===== src/rtl/asram_pkg.sv =====
`timescale 1ns/1ps
// Shared types for the asynchronous SRAM controller.
// Holds the sequencer state, the memory strobe bundle and two
// constant helper functions used to size the timing counters.
package asram_pkg;

    typedef enum logic [2:0] {
        ST_IDLE      = 3'd0,
        ST_WR_PULSE  = 3'd1,
        ST_WR_HOLD   = 3'd2,
        ST_RD_ACCESS = 3'd3,
        ST_RD_DONE   = 3'd4
    } ctrl_state_e;

    typedef struct packed {
        logic sel_n;
        logic we_n;
        logic oe_n;
        logic drive;
        logic ack;
    } strobe_t;

    // Largest of three cycle counts: pulse must satisfy every write limit.
    function automatic int max3(input int a, input int b, input int c);
        int m;
        m = a;
        if (b > m) m = b;
        if (c > m) m = c;
        return m;
    endfunction

    // Strobe levels that belong to each sequencer state.
    function automatic strobe_t strobes_for(input ctrl_state_e s);
        strobe_t v;
        v.sel_n = 1'b1;
        v.we_n  = 1'b1;
        v.oe_n  = 1'b1;
        v.drive = 1'b0;
        v.ack   = 1'b0;
        case (s)
            ST_WR_PULSE: begin
                v.sel_n = 1'b0;
                v.we_n  = 1'b0;
                v.drive = 1'b1;
            end
            ST_WR_HOLD: begin
                v.sel_n = 1'b0;
                v.drive = 1'b1;
                v.ack   = 1'b1;
            end
            ST_RD_ACCESS: begin
                v.sel_n = 1'b0;
                v.oe_n  = 1'b0;
            end
            ST_RD_DONE: begin
                v.ack = 1'b1;
            end
            default: ;
        endcase
        return v;
    endfunction

endpackage


===== src/rtl/asram_cycle_timer.sv =====
`timescale 1ns/1ps
// Minimum cycle timer.
// Counts clocks since the last access start and reports when at
// least CYC_MIN clocks have passed. Assumes CYC_MIN >= 2.
// Comes out of reset already satisfied.
module asram_cycle_timer #(
    parameter int CYC_MIN = 8
) (
    input  logic clk,
    input  logic rst_n,
    input  logic start,
    output logic ready
);
    localparam int CW = $clog2(CYC_MIN + 1);
    localparam logic [CW-1:0] LIMIT = CW'(CYC_MIN);

    logic [CW-1:0] elapsed_q;

    // Restart on an access start, otherwise count up and saturate.
    always_ff @(posedge clk) begin
        if (!rst_n) begin
            elapsed_q <= LIMIT;
        end else if (start) begin
            elapsed_q <= CW'(1);
        end else if (elapsed_q < LIMIT) begin
            elapsed_q <= elapsed_q + CW'(1);
        end
    end

    assign ready = (elapsed_q >= LIMIT);
endmodule


===== src/rtl/asram_phase_cnt.sv =====
`timescale 1ns/1ps
// Phase length counter.
// Loaded with (length - 1) when a phase is entered. It counts down and
// flags the final cycle of the phase. Assumes MAX_LEN >= 1.
module asram_phase_cnt #(
    parameter int MAX_LEN = 5,
    localparam int PW = $clog2(MAX_LEN + 1)
) (
    input  logic          clk,
    input  logic          rst_n,
    input  logic          load,
    input  logic [PW-1:0] load_val,
    output logic          last
);
    logic [PW-1:0] remain_q;

    // Load at phase entry, then count down to zero.
    always_ff @(posedge clk) begin
        if (!rst_n) begin
            remain_q <= '0;
        end else if (load) begin
            remain_q <= load_val;
        end else if (remain_q != '0) begin
            remain_q <= remain_q - PW'(1);
        end
    end

    assign last = (remain_q == '0);
endmodule


===== src/rtl/asram_dq_path.sv =====
`timescale 1ns/1ps
// Data path toward the memory.
// Holds the write nibble and the registered tristate enable. It captures
// read data on the last access clock. Assumes the sequencer gives the
// next-cycle drive level so that the enable comes from a flop.
module asram_dq_path #(
    parameter int DW = 4
) (
    input  logic          clk,
    input  logic          rst_n,
    input  logic          load_wr,
    input  logic [DW-1:0] wdata_in,
    input  logic          drive_next,
    input  logic          capture,
    input  logic [DW-1:0] dq_in,
    output logic [DW-1:0] dq_out,
    output logic          dq_oe,
    output logic [DW-1:0] rdata
);
    logic [DW-1:0] wdata_q;
    logic [DW-1:0] rdata_q;
    logic          drive_q;

    // Latch the write nibble when a request is accepted.
    always_ff @(posedge clk) begin
        if (!rst_n) begin
            wdata_q <= '0;
        end else if (load_wr) begin
            wdata_q <= wdata_in;
        end
    end

    // Register the tristate enable so it never glitches.
    always_ff @(posedge clk) begin
        if (!rst_n) begin
            drive_q <= 1'b0;
        end else begin
            drive_q <= drive_next;
        end
    end

    // Sample memory data at the end of the access window.
    always_ff @(posedge clk) begin
        if (!rst_n) begin
            rdata_q <= '0;
        end else if (capture) begin
            rdata_q <= dq_in;
        end
    end

    assign dq_out = wdata_q;
    assign dq_oe  = drive_q;
    assign rdata  = rdata_q;
endmodule


===== src/rtl/asram_ctrl.sv =====
`timescale 1ns/1ps
// Asynchronous SRAM interface controller (top).
// Accepts one host request at a time and turns it into a strobe
// sequence for an asynchronous 64K x 4 SRAM. All strobes are registered.
// Write: select and write strobe low for PULSE_CYC clocks, then one hold
// clock with the write strobe high and the data still driven.
// Read: select and output enable low for ACCESS clocks, with data
// sampled on the last of them.
// Assumes the host keeps the request stable until the acknowledge.
module asram_ctrl
    import asram_pkg::*;
#(
    parameter int AW        = 16,
    parameter int DW        = 4,
    parameter int CYC_MIN   = 8,
    parameter int WR_PULSE  = 4,
    parameter int DSETUP    = 3,
    parameter int SEL_SETUP = 4,
    parameter int ACCESS    = 5
) (
    input  logic          clk,
    input  logic          rst_n,
    input  logic          req_valid,
    input  logic          req_write,
    input  logic [AW-1:0] req_addr,
    input  logic [DW-1:0] req_wdata,
    output logic          req_ack,
    output logic [DW-1:0] rsp_rdata,
    output logic [AW-1:0] mem_addr,
    output logic          mem_sel1_n,
    output logic          mem_sel2_n,
    output logic          mem_we_n,
    output logic          mem_oe_n,
    output logic [DW-1:0] mem_dq_out,
    output logic          mem_dq_oe,
    input  logic [DW-1:0] mem_dq_in
);
    localparam int PULSE_CYC = max3(WR_PULSE, DSETUP, SEL_SETUP);
    localparam int PHASE_MAX = (PULSE_CYC > ACCESS) ? PULSE_CYC : ACCESS;
    localparam int PW        = $clog2(PHASE_MAX + 1);

    ctrl_state_e   state_q, state_d;
    strobe_t       strb_q, strb_d;
    logic          timer_ready;
    logic          accept;
    logic          phase_last;
    logic          capture;
    logic [PW-1:0] phase_init;
    logic [AW-1:0] addr_q;

    asram_cycle_timer #(.CYC_MIN(CYC_MIN)) u_timer (
        .clk   (clk),
        .rst_n (rst_n),
        .start (accept),
        .ready (timer_ready)
    );

    asram_phase_cnt #(.MAX_LEN(PHASE_MAX)) u_phase (
        .clk      (clk),
        .rst_n    (rst_n),
        .load     (accept),
        .load_val (phase_init),
        .last     (phase_last)
    );

    asram_dq_path #(.DW(DW)) u_dq (
        .clk        (clk),
        .rst_n      (rst_n),
        .load_wr    (accept),
        .wdata_in   (req_wdata),
        .drive_next (strb_d.drive),
        .capture    (capture),
        .dq_in      (mem_dq_in),
        .dq_out     (mem_dq_out),
        .dq_oe      (mem_dq_oe),
        .rdata      (rsp_rdata)
    );

    // Phase length chosen from the request kind at acceptance.
    always_comb begin
        phase_init = req_write ? PW'(PULSE_CYC - 1) : PW'(ACCESS - 1);
    end

    // Sequencer next state, acceptance and read capture.
    always_comb begin
        state_d = state_q;
        accept  = 1'b0;
        capture = 1'b0;
        case (state_q)
            ST_IDLE: begin
                if (req_valid && timer_ready) begin
                    accept  = 1'b1;
                    state_d = req_write ? ST_WR_PULSE : ST_RD_ACCESS;
                end
            end
            ST_WR_PULSE: begin
                if (phase_last) state_d = ST_WR_HOLD;
            end
            ST_WR_HOLD: begin
                state_d = ST_IDLE;
            end
            ST_RD_ACCESS: begin
                if (phase_last) begin
                    capture = 1'b1;
                    state_d = ST_RD_DONE;
                end
            end
            ST_RD_DONE: begin
                state_d = ST_IDLE;
            end
            default: state_d = ST_IDLE;
        endcase
        strb_d = strobes_for(state_d);
    end

    // Sequencer state register.
    always_ff @(posedge clk) begin
        if (!rst_n) begin
            state_q <= ST_IDLE;
        end else begin
            state_q <= state_d;
        end
    end

    // Strobe register: outputs come straight from flops.
    always_ff @(posedge clk) begin
        if (!rst_n) begin
            strb_q <= strobes_for(ST_IDLE);
        end else begin
            strb_q <= strb_d;
        end
    end

    // Address register, loaded only when a request is accepted.
    always_ff @(posedge clk) begin
        if (!rst_n) begin
            addr_q <= '0;
        end else if (accept) begin
            addr_q <= req_addr;
        end
    end

    assign mem_addr   = addr_q;
    assign mem_sel1_n = strb_q.sel_n;
    assign mem_sel2_n = strb_q.sel_n;
    assign mem_we_n   = strb_q.we_n;
    assign mem_oe_n   = strb_q.oe_n;
    assign req_ack    = strb_q.ack;
endmodule


===== config.mk =====
export PLATFORM = sky130hd
export DESIGN_NAME = asram_ctrl
export DESIGN_NICKNAME = d
export VERILOG_FILES = /design/src/rtl/asram_pkg.sv /design/src/rtl/asram_cycle_timer.sv /design/src/rtl/asram_phase_cnt.sv /design/src/rtl/asram_dq_path.sv /design/src/rtl/asram_ctrl.sv
export SDC_FILE = /design/constraint.sdc
export NUM_CORES = 1
export LEC_CHECK = 0
export CAP_MARGIN = 20
export CORE_UTILIZATION = 36
export DETAILED_ROUTE_END_ITERATION = 10
export HOLD_SLACK_MARGIN = 0.02
export PLACE_DENSITY = 0.69
export SYNTH_ARGS = -nofsm -noshare
export SYNTH_HDL_FRONTEND = slang
export SYNTH_HIERARCHICAL = 1
export SYNTH_SLANG_ARGS = --single-unit

===== constraint.sdc =====
create_clock -name clk -period 1.65 [get_ports clk]
set_input_delay 0.4125 -clock clk [delete_from_list [all_inputs] [get_ports clk]]
set_output_delay 0.4125 -clock clk [all_outputs]
set_load 0.02 [all_outputs]

==> impl_metrics.yaml <==
clock_network:
  clockBufferDepth: 2
  cts_hold_buf: 0
  cts.clk_slew.worst_paths_ns: 0.07
  cts_sinks: 39
  cts.htree.levels: 2
  cts_tree: "yes"
  clockRootBuffer: "clkbuf_8"
  clk_latency_ns: 0.29
  cts_buffers: 5
floorplanning:
  die-area_um2: 4927
  die_width_um: 70.20
  placementRows: 24
  fp.coreArea_um2: 4414
  initial_core_util: 0.3793
  fp.dieH_um: 70.20
  boundaryPins: 58
detailed_routing:
  wl_per_cell_um: 10.89
  ant_nets: 0
  num_vias: 1306
  drtIter0Drc: 58
  viasPerCell: 4.503
  drt_first_pass_iters: 4
  drc: 0
  totalWireLength_um: 3158
place:
  numPortBuffers: 57
  gp_congestion: 0.7404
  place_area_um2: 2298
  dpl.hpwl_um: 2135
synth:
  yosysMostFrequentCell: "dfxtp_1"
  synth_cell_types: 31
  ys_seq_area_frac: 0.4664
  synth_seq_cells: 39
  synth_edf_count: 0
  syn_area_per_cell_um2: 9.733
  synth-xor-area-share: 0.01570
  yosysWarnings: 6
  yosys.area_share.adder: 0.02990
  yosysTopAreaCell: "dfxtp_1"
  netlist_area_um2: 1674
  synth-compound-area-share: 0.05082
  async_flop_share: 0
  synthTopCellsByArea: "dfxtp_1, mux2i_1, nand2_1"
  syn_inst: 172
  synth_ff_type: "dfxtp_1"
  yosys.area_share.simple: 0.2182
  syn_nets: 204
  synth_top_family_by_area: "simple AND/OR/NAND/NOR gates"
  yosysTopAreaCellShare: 0.4664
  synth_commonest_cells: "dfxtp_1, nand2_1, mux2i_1"
  synth_mux_area_frac: 0.1495
critical_path:
  crit_start: "req_ack$_SDFF_PN0_"
  worstReg2RegStart: "u_phase/remain_q[0]$_SDFFE_PN0P_"
  cp_top_family: "buffers and inverters"
  cp-start-kind: "register"
  path_buf_inv: 1
  critical_path_arrival_ns: 1.20
  crit_chain: "clkdlybuf4s50_1"
  crit_type: "register to output port"
  crit_path_end_kind: "output port"
  crit_fanout: 1
  crit_slowest_cell: "clkdlybuf4s50_1"
  required_ns: 1.24
  critPathMaxStageDelay_ns: 0.60
power:
  pwr-share-comb: 0.341
  p_sw_mw: 0.8420
  pwr-share-clk: 0.227
  powerDensity_nw_per_um2: 1090
  pwr-share-seq: 0.432
  p_int_mw: 1.844
  leakagePower_nw: 1.220
  finalPower_mw: 2.686
  peakVddDrop_mv: 0.6329
  switching_share: 0.3135
global_routing:
  antenna_found_initial: 0
  grt_first_pass_wirelength_um: 5395
  track_usage: 0.1369
  grt_pass1_vias: 1208
  grt-ovfl-total: 0
  grt_max_degree: 29
sta:
  fin_skew_ns: 0.005194
  hold_viol_final: 0
  worstMarginPinSlew_ns: 0.4587
  hold_ws_ns: 0.4189
  layout_min_cycle_time_ns: 1.611
  setup_viol: 0
  relSlewSlack: 0.6938
  fmax_mhz: 620.8
  finalMaxSlewViolations: 0
  timing.final.crit_share: 0.9763
final_layout:
  fin_util: 0.5581
  area_growth_pct: 47.16
  finalNetCount: 269
  diodes: 0
  fillers: 400
  drive_gt1_frac: 0.1176
  fin_area_um2: 2464
job:
  cap_viol_max_count: 0
worst_hold_path:
  min_from: "rst_n"
  min_path_type: "input port to register"
run_status:
  status: "finished, final reports clean"
-- routing by layer --
layer | routed length (um) | share of wire | global-route usage | vias up
met5 | 0 | 0 | 0 | -
met4 | 29 | 0.0092 | 0.04667 | 0
met3 | 202 | 0.064 | 0.05051 | 5
met2 | 1415 | 0.45 | 0.1987 | 38
met1 | 1510 | 0.48 | 0.1865 | 575
li1 | - | - | - | 688
-- cells in the final DEF, fill, tap and decap left out, types with 3 or more instances in the layout --
cell	synthesis	final
mux2i_1	25	24
dfxtp_1	39	39
inv_1	8	7
nor2b_1	12	12
ha_1	4	3
o21a_1	3	3
dlygate4sd2_1	0	11
nor3_1	3	3
buf_4	1	10
xnor2_1	3	3
nand2_1	33	33
dlymetal6s2s_1	0	16
o21ai_1	3	3
clkbuf_8	0	5
nand2b_1	3	3
clkdlybuf4s50_1	0	29
nor2_1	8	8
-- cell type report --
cell class              instances  area (um2)  share of cell area
multi-input cells             115       815.8              0.3311
repair buffers                 68       686.9              0.2788
clock buffers                   6       72.57             0.02946
inverters                       8       30.03             0.01219
flip-flops and latches         39       780.7              0.3169
clock inverters                 2       12.51            0.005079
well taps                      52       65.06             0.02641
-- through the flow --
stage	cells	setup slack (ns)	TNS, ns
finish	290	0.03911	0
global route	290	-0.01706	-0.02029
CTS	287	0.0008906	0
detailed placement	279	-0.2950	-5.640
global placement	279	-0.2528	-4.822
floorplan	172	0.06479	0
-- worst reg2reg max path, stage by stage, from the launching register on --
cell and delay [ns]:
dfxtp_1 0.32, inv_1 0.09, ha_2 0.21, nand2b_1 0.13, inv_2 0.09, inv_1 0.04
nor2_1 0.09, buf_4 0.16, mux2i_2 0.22, nor2b_1 0.06
-- final timing paths --
| kind | endpoint | slack (ns) | depth (start not counted) |
|---|---|---|---|
| worst min register to register | mem_addr[3]$_SDFFE_PN0P_ | 0.46 | 2 |
| worst min-delay path | u_phase/remain_q[1]$_SDFFE_PN0P_ | 0.42 | 3 |
| worst max-delay path | req_ack | 0.04 | 1 |
| worst max register to register | u_dq/rdata[0]$_SDFFE_PN0P_ | 0.15 | 9 |
-- registers in the layout, summed over array words and instances, names as in the netlist --
register	cells
u_timer/elapsed_q	4
mem_we_n	1
mem_addr	16
u_dq/rdata	4
state_q	3
mem_sel1_n	1
u_dq/dq_oe	1
req_ack	1
u_phase/remain_q	3
mem_oe_n	1
u_dq/dq_out	4
-- logic make-up after synthesis --
group / Yosys count
AO/OA/AOI/OAI: 12
XOR/XNOR: 3
adder cells (fa/ha/maj): 4
buffers and inverters: 19
flip-flops: 39
multiplexers: 25
AND/OR/NAND/NOR: 70
-- timing repair --
| item | 4_1_cts | 5_1_grt |
|---|---|---|
| gates resized for setup | 11 | 22 |
| setup endpoints to repair | 11 | 25 |
| setup buffers | 0 | 2 |
| cloned | 0 | 1 |
| pin swaps | 0 | 1 |
| endpoints found under the hold margin | 0 | 0 |
-- power by group through the flow --
stage,registers (mW),logic (mW),clock network [mW]
finish,1.16,0.916,0.611
global route,1.18,1.01,0.690
CTS,1.16,0.865,0.633
detailed placement,1.18,0.880,0
global placement,1.18,0.872,0
floorplan,1.25,0.491,0
Note: power is estimated with default switching activity, not from simulation.
